$ cat src/rtl/usb_rx_ep_pkg.sv
package usb_rx_ep_pkg;

    localparam int REG_W       = 8;
    localparam int CLR_TGL_BIT = 7;
    localparam int STALLED_BIT = 6;
    localparam int STALL_BIT   = 5;
    localparam int FLUSH_BIT   = 4;
    localparam int DERR_BIT    = 3;
    localparam int READY_BIT   = 0;
    localparam int NUM_SLOTS   = 2;
    localparam int SLOT_IDX_W  = $clog2(NUM_SLOTS);

    typedef enum logic [1:0] {
        BUF_EMPTY  = 2'd0,
        BUF_ONE    = 2'd1,
        BUF_TWO    = 2'd2,
        BUF_RELOAD = 2'd3
    } buf_state_e;

endpackage

$ cat src/rtl/rx_buf_fsm.sv
module rx_buf_fsm
    import usb_rx_ep_pkg::*;
(
    input  logic clk,
    input  logic rst_n,
    input  logic pkt_done,
    input  logic pkt_err,
    input  logic release_req,
    input  logic flush_req,
    output logic rx_ready,
    output logic head_err,
    output logic pkt_acc,
    output logic ptr_rst
);

    buf_state_e state_q, state_d;
    logic [NUM_SLOTS-1:0] err_q;
    logic [SLOT_IDX_W-1:0] wr_slot;
    logic rel_ok;

    // Outputs and slot selection
    always_comb begin
        rx_ready = (state_q == BUF_ONE) || (state_q == BUF_TWO);
        pkt_acc  = pkt_done && (state_q != BUF_TWO);
        rel_ok   = release_req && rx_ready;
        head_err = err_q[0];
        if (state_q == BUF_EMPTY || rel_ok) begin
            wr_slot = '0;
        end else begin
            wr_slot = SLOT_IDX_W'(1);
        end
    end

    // Next-state logic
    always_comb begin
        state_d = state_q;
        unique case (state_q)
            BUF_EMPTY:  state_d = pkt_done ? BUF_ONE : BUF_EMPTY;
            BUF_ONE: begin
                unique case ({rel_ok, pkt_done})
                    2'b11:   state_d = BUF_RELOAD;
                    2'b10:   state_d = BUF_EMPTY;
                    2'b01:   state_d = BUF_TWO;
                    default: state_d = BUF_ONE;
                endcase
            end
            BUF_TWO:    state_d = rel_ok ? BUF_RELOAD : BUF_TWO;
            BUF_RELOAD: state_d = pkt_done ? BUF_TWO : BUF_ONE;
            default:    state_d = BUF_EMPTY;
        endcase
    end

    // State register
    always_ff @(posedge clk) begin
        if (!rst_n) begin
            state_q <= BUF_EMPTY;
        end else begin
            state_q <= state_d;
        end
    end

    // Per-slot error flags and read-pointer reset pulse
    always_ff @(posedge clk) begin
        if (!rst_n) begin
            err_q   <= '0;
            ptr_rst <= 1'b0;
        end else begin
            ptr_rst <= flush_req && rx_ready;
            if (rel_ok) begin
                err_q <= {1'b0, err_q[NUM_SLOTS-1:1]};
            end
            if (pkt_acc) begin
                err_q[wr_slot] <= pkt_err;
            end
        end
    end


    reload_gap_chk: assert property (@(posedge clk) disable iff (!rst_n)
        (rx_ready && release_req && (state_q == BUF_TWO)) |=> !rx_ready);


    reload_show_chk: assert property (@(posedge clk) disable iff (!rst_n)
        (state_q == BUF_RELOAD) |=> rx_ready);


    flush_idle_chk: assert property (@(posedge clk) disable iff (!rst_n)
        (!rx_ready && flush_req) |=> !ptr_rst);


    fill_ready_chk: assert property (@(posedge clk) disable iff (!rst_n)
        (state_q == BUF_EMPTY && pkt_done) |=> rx_ready);

endmodule

$ cat src/rtl/rx_ep_flags.sv
module rx_ep_flags (
    input  logic clk,
    input  logic rst_n,
    input  logic iso_mode,
    input  logic pkt_acc,
    input  logic clr_toggle,
    input  logic wr_en,
    input  logic wr_stall,
    input  logic wr_stalled,
    input  logic stall_sent,
    output logic data_toggle,
    output logic stall_req,
    output logic stalled,
    output logic stall_hs
);

    always_comb begin
        stall_hs = stall_req && !iso_mode;
    end

    always_ff @(posedge clk) begin
        if (!rst_n) begin
            data_toggle <= 1'b0;
            stall_req   <= 1'b0;
            stalled     <= 1'b0;
        end else begin
            if (clr_toggle) begin
                data_toggle <= 1'b0;
            end else if (pkt_acc && !iso_mode) begin
                data_toggle <= !data_toggle;
            end
            if (wr_en) begin
                stall_req <= wr_stall;
            end
            if (stall_sent && stall_hs) begin
                stalled <= 1'b1;
            end else if (wr_en && !wr_stalled) begin
                stalled <= 1'b0;
            end
        end
    end


    toggle_hold_chk: assert property (@(posedge clk) disable iff (!rst_n)
        (!pkt_acc && !clr_toggle) |=> $stable(data_toggle));


    stall_iso_chk: assert property (@(posedge clk) disable iff (!rst_n)
        iso_mode |-> !stall_hs);


    stalled_set_chk: assert property (@(posedge clk) disable iff (!rst_n)
        (!stalled && !(stall_sent && stall_hs)) |=> !stalled);

endmodule

$ cat src/rtl/usb_rx_ep_ctl.sv
module usb_rx_ep_ctl
    import usb_rx_ep_pkg::*;
(
    input  logic             clk,
    input  logic             rst_n,
    input  logic             reg_wr,
    input  logic [REG_W-1:0] reg_wdata,
    output logic [REG_W-1:0] reg_rdata,
    input  logic             rd_done,
    input  logic             iso_mode,
    input  logic             pkt_done,
    input  logic             crc_err,
    input  logic             stuff_err,
    input  logic             stall_sent,
    output logic             rx_ready,
    output logic             data_toggle,
    output logic             stall_hs,
    output logic             fifo_ptr_rst
);

    logic flush_req;
    logic clr_toggle;
    logic head_err;
    logic pkt_acc;
    logic stall_req;
    logic stalled;
    logic unused_wbits;

    assign flush_req    = reg_wr && reg_wdata[FLUSH_BIT];
    assign clr_toggle   = reg_wr && reg_wdata[CLR_TGL_BIT];
    assign unused_wbits = ^{reg_wdata[DERR_BIT:0]};

    rx_buf_fsm u_buf (
        .clk         (clk),
        .rst_n       (rst_n),
        .pkt_done    (pkt_done),
        .pkt_err     (crc_err || stuff_err),
        .release_req (rd_done || flush_req),
        .flush_req   (flush_req),
        .rx_ready    (rx_ready),
        .head_err    (head_err),
        .pkt_acc     (pkt_acc),
        .ptr_rst     (fifo_ptr_rst)
    );

    rx_ep_flags u_flags (
        .clk         (clk),
        .rst_n       (rst_n),
        .iso_mode    (iso_mode),
        .pkt_acc     (pkt_acc),
        .clr_toggle  (clr_toggle),
        .wr_en       (reg_wr),
        .wr_stall    (reg_wdata[STALL_BIT]),
        .wr_stalled  (reg_wdata[STALLED_BIT]),
        .stall_sent  (stall_sent),
        .data_toggle (data_toggle),
        .stall_req   (stall_req),
        .stalled     (stalled),
        .stall_hs    (stall_hs)
    );

    always_comb begin
        reg_rdata              = '0;
        reg_rdata[READY_BIT]   = rx_ready;
        reg_rdata[DERR_BIT]    = rx_ready && iso_mode && head_err;
        reg_rdata[STALL_BIT]   = stall_req;
        reg_rdata[STALLED_BIT] = stalled;
    end


    derr_bulk_chk: assert property (@(posedge clk) disable iff (!rst_n)
        !iso_mode |-> !reg_rdata[DERR_BIT]);


    derr_ready_chk: assert property (@(posedge clk) disable iff (!rst_n)
        !reg_rdata[READY_BIT] |-> !reg_rdata[DERR_BIT]);


    action_bits_chk: assert property (@(posedge clk) disable iff (!rst_n)
        !reg_rdata[CLR_TGL_BIT] && !reg_rdata[FLUSH_BIT]);

endmodule

$ cat config.mk
export PLATFORM = sky130hd
export DESIGN_NAME = usb_rx_ep_ctl
export DESIGN_NICKNAME = d
export VERILOG_FILES = /design/src/rtl/usb_rx_ep_pkg.sv /design/src/rtl/rx_buf_fsm.sv /design/src/rtl/rx_ep_flags.sv /design/src/rtl/usb_rx_ep_ctl.sv
export SDC_FILE = /design/constraint.sdc
export NUM_CORES = 1
export LEC_CHECK = 0
export ABC_AREA = 1
export BUFFER_PORTS_ARGS = -buffer_cell sky130_fd_sc_hd__buf_2
export CORE_MARGIN = 3
export CORE_UTILIZATION = 38
export CTS_CLUSTER_DIAMETER = 60
export CTS_CLUSTER_SIZE = 28
export DETAILED_ROUTE_END_ITERATION = 8
export PLACE_DENSITY_LB_ADDON = 0.12
export RECOVER_POWER = 25
export SLEW_MARGIN = 20
export SYNTH_ARGS = -nofsm -noshare
export SYNTH_HDL_FRONTEND = slang
export SYNTH_SLANG_ARGS = --single-unit
$ cat constraint.sdc
create_clock -name clk -period 1.4 [get_ports clk]
set_clock_uncertainty 0.05 [all_clocks]
set_input_delay 0.21 -clock clk [delete_from_list [all_inputs] [get_ports clk]]
set_output_delay 0.21 -clock clk [all_outputs]
set_load 0.01 [all_outputs]
==> Flow_metrics.wiki <==
{| class="wikitable"
! Metric !! Value
|-
| Antenna Diode Count || 0
|-
| Site Rows || 12
|-
| Die Height || between 40 and 50 um
|-
| Initial antenna violation count || 0
|-
| Cell-by-cell listing of the critical path || inv_2 -> ha_4 -> nand2_1 -> nor2_1 -> buf_2
|-
| Element type at the critical path start || flip-flop
|-
| Synthesis-to-finish area growth || 36.21%
|-
| RSZ-0062 raised after global routing || true
|-
| Number of distinct library cells after synthesis || 17
|-
| Number of H-tree levels || 1
|-
| Post-synth top flop || dfxtp_1
|-
| Global-route usage over all layers || about an eighth
|-
| Required time at the endpoint of the critical path || 1.14 ns
|-
| Vias per std cell || approximately 4.6
|-
| Number of filler instances in the final layout || about 120
|-
| Fraction of synthesized cell area taken by the top area cell type || 29.91%
|-
| Maximum number of pins on one net before global-route repair || 7
|-
| Clock root buffer || clkbuf_4
|-
| Leading cell type by number of instances after synthesis || nand2_1
|-
| Synth cell count leaders || nand2_1 (15), inv_1 (12), dfxtp_1 (8)
|-
| P_sw || 0.0003178 W
|-
| Hold buffers post-CTS || 0
|-
| Total vias in the final route || around 540
|-
| Total of warnings raised by yosys || 0
|-
| Remaining design rule violation count || 0
|-
| Multi-input gate area || roughly 320 sq um
|-
| Ratio of cells with drive above 1 in the final layout || between 40% and 50%
|-
| Hold Path End || u_flags.stalled
|-
| I/O pin count || 29
|-
| Leakage power summed over all cells || approximately 0.39 nW
|-
| Mean Syn Cell Area || around 7 sq um
|-
| Pwr/cell area || 1204 nW/um^2
|-
| Hold Path Depth || 3
|-
| Post-synth top area cell || dfxtp_1
|-
| Result of the run || complete, but fails checks
|-
| CP max stage cell || dfxtp_2
|-
| Fmax achieved || 0.6971 GHz
|-
| Portion of total power attributed to sequential cells || 31.1%
|-
| End of the worst register-to-register path || u_buf.err_q[0]
|-
| Max Buffers Root-to-Sink || 2
|-
| Port Buf Inserts || 20
|-
| Die boundary width || approximately 44 um
|-
| Number of enable-type register cells in the synthesized netlist || 0
|-
| Drt pass-1 iters || 3
|-
| Global-route wire length before repair || around 1800 um
|-
| Sum of routed wire length over all layers || 1173 um
|-
| Internal || 0.0005604 W
|-
| Synthesized netlist cell count || 78
|-
| Final GP Congestion || around 0.74
|-
| Switching power as a share of total power || 36.19%
|-
| Buffers plus inverters on the worst setup path || 2
|-
| Latest clock arrival within the worst-skew pair || 0.26 ns
|-
| Max incr delay on CP || 0.34 ns
|-
| Register cell area after layout || 162.7 sq um
|-
| Final critical path time including I/O delays and setup || 1.434 ns
|-
| Leading cell types by total area after synthesis || dfxtp_1 (30%), nand2_1 (11%), buf_4 (9.8%)
|-
| Die area || 1896 sq um
|-
| Routed len/inst || ~10 um
|-
| CTS Sinks || 8
|-
| Final worst path period share || 102.5%
|-
| Max-capacitance violation count || 0
|-
| Core Area || between 1000 and 1500 sq um
|-
| CTS tree || yes
|-
| Min setup slack post-route || -0.03447 ns
|-
| Clock-pin slew on the worst setup and hold paths || approximately 0.060 ns
|-
| Starting density of the core || 44.03%
|-
| Fin Hold WS || 0.1535 ns
|-
| Starting DRC count in detailed routing || 3
|-
| Antenna violation net count after detailed routing || 0
|-
| Remaining global-route overflow || 0
|-
| Final number of hold-violating endpoints || 0
|-
| Setup slack of the most critical reg-to-reg path || about 0.040 ns
|-
| Total Neg Setup Slack || -0.06190 ns
|-
| Failing checks || setup timing
|-
| Total count of max-transition violations in the final report || 0
|-
| Largest fanout of any net on the critical path || 3
|-
| Cell area after synthesis || between 500 and 600 sq um
|-
| Number of logic stages on the critical path including buffering || 5
|-
| Fraction of power consumed by combinational cells || a little under half
|-
| Kind of cell adding the most delay to the critical path || flip-flops
|-
| Number of nets in the final layout || 126
|-
| Depth of the worst register-to-register path || 10
|-
| Async SR Flop Fraction || 0%
|-
| Worst VDD drop || 0.0008263 V
|-
| Hold WC Path Type || input pin to flip-flop
|-
| Critical path class || flip-flop to output port
|-
| Clk pwr share || 21.8%
|-
| # setup viols final || 3
|-
| Vias in the first global route || about 420
|-
| Kind of capture point of the worst setup path || output port
|-
| Cell Count Post-Placement || 110
|-
| CP arrival || about 1.2 ns
|-
| Seq/Total Area, Yosys || around 30%
|-
| Hold Crit Start || stall_sent
|-
| Synthesized flop and latch total || 8
|-
| Cts bufs inserted || 3
|-
| Launch instance of the worst register-to-register path || u_buf.state_q[0]
|-
| Count of placed standard cells in the final layout, fillers left out || 117
|}
[metal layers]
| metal | routed length [um] | track usage (%) |
|---|---|---|
| met5 | 0 | 0 |
| met4 | 17 | 7.229 |
| met3 | 83 | 4.149 |
| met2 | 529 | 18.90 |
| met1 | 542 | 16.54 |
[power by group through the flow]
stage          registers, W  logic [W]  clock network, W
2_1_floorplan      0.000279   0.000243                 0
3_3_place_gp       0.000274   0.000317                 0
3_5_place_dp       0.000275   0.000320                 0
4_1_cts            0.000274   0.000386          0.000203
5_1_grt            0.000278   0.000459          0.000212
6_report           0.000273   0.000414          0.000191
[kinds of logic after synthesis]
logic type | Yosys count | share of synthesized area (%)
AOI/OAI and AO/OA | 10 | 9.344
adders and majority gates | 4 | 9.346
buffers and inverters | 20 | 18.92
DFF | 8 | 29.91
other | 1 | 0.7003
and+or+nand+nor | 35 | 31.78
[metrics by stage]
step | total power [W] | util [%] | cell area [sq um] | setup WS (ns)
floorplan | 0.0005221 | - | 559.3 | 0.05993
global placement | 0.0005915 | 52.57 | 639.4 | 0.05023
detailed placement | 0.0005945 | 52.57 | 639.4 | 0.04913
CTS | 0.0008629 | 58.13 | 706.9 | -0.04798
global route | 0.0009496 | 59.98 | 729.5 | -0.1162
finish | 0.0008782 | 59.98 | 729.5 | -0.03447
[worst max-delay path by stage]
stage | start | to | slack, ns
finish | u_buf.state_q[0] | reg_rdata[3] | -0.03
global route | u_buf.state_q[0] | reg_rdata[3] | -0.12
CTS | u_buf.state_q[0] | reg_rdata[3] | -0.05
detailed placement | u_buf.state_q[0] | u_buf.err_q[0] | 0.05
global placement | u_buf.state_q[0] | u_buf.err_q[0] | 0.05
floorplan | u_buf.state_q[0] | u_buf.err_q[0] | 0.06
[cell type report]
| cell class | count | area share, % |
|---|---|---|
| clock buffer | 3 | 3.087 |
| inverter | 13 | 6.690 |
| multi-input combinational | 53 | 43.91 |
| sequential | 8 | 22.30 |
| tap | 14 | 2.401 |
| timing repair buffer | 26 | 21.61 |
[layout by cell type (no fill, tap or decap)]
master and instances:
a21oi_1 5, buf_2 18, buf_4 6, buf_6 2, clkbuf_4 3, conb_1 4, dfxtp_1 6, dfxtp_2 2
ha_1 2, ha_2 1, ha_4 1, inv_1 10, inv_2 3, nand2_1 14, nand2_2 1, nand2_4 1
nand3_1 6, nand3_2 1, nand3_4 1, nand3b_1 1, nor2_1 6, nor2_2 1, nor2_4 1, nor3_1 1
nor3_2 1, o21ai_0 5
[worst register-to-register path, stage by stage, from the launching register on]
cell and delay (ns):
dfxtp_2 0.34, inv_2 0.05, ha_4 0.27, buf_4 0.13, nand3_4 0.11, nand2_4 0.08, nand2_1 0.05, nand2_1 0.05
nand2_1 0.04, inv_1 0.06, nor2_2 0.03
[timing repair]
item	4_1_cts	5_1_grt
gates resized for setup	6	5
setup buffers	4	0
setup endpoints to repair	3	7
hold endpoints to repair	0	0
pin swaps	1	0
Note: power is estimated with default switching activity, not from simulation.
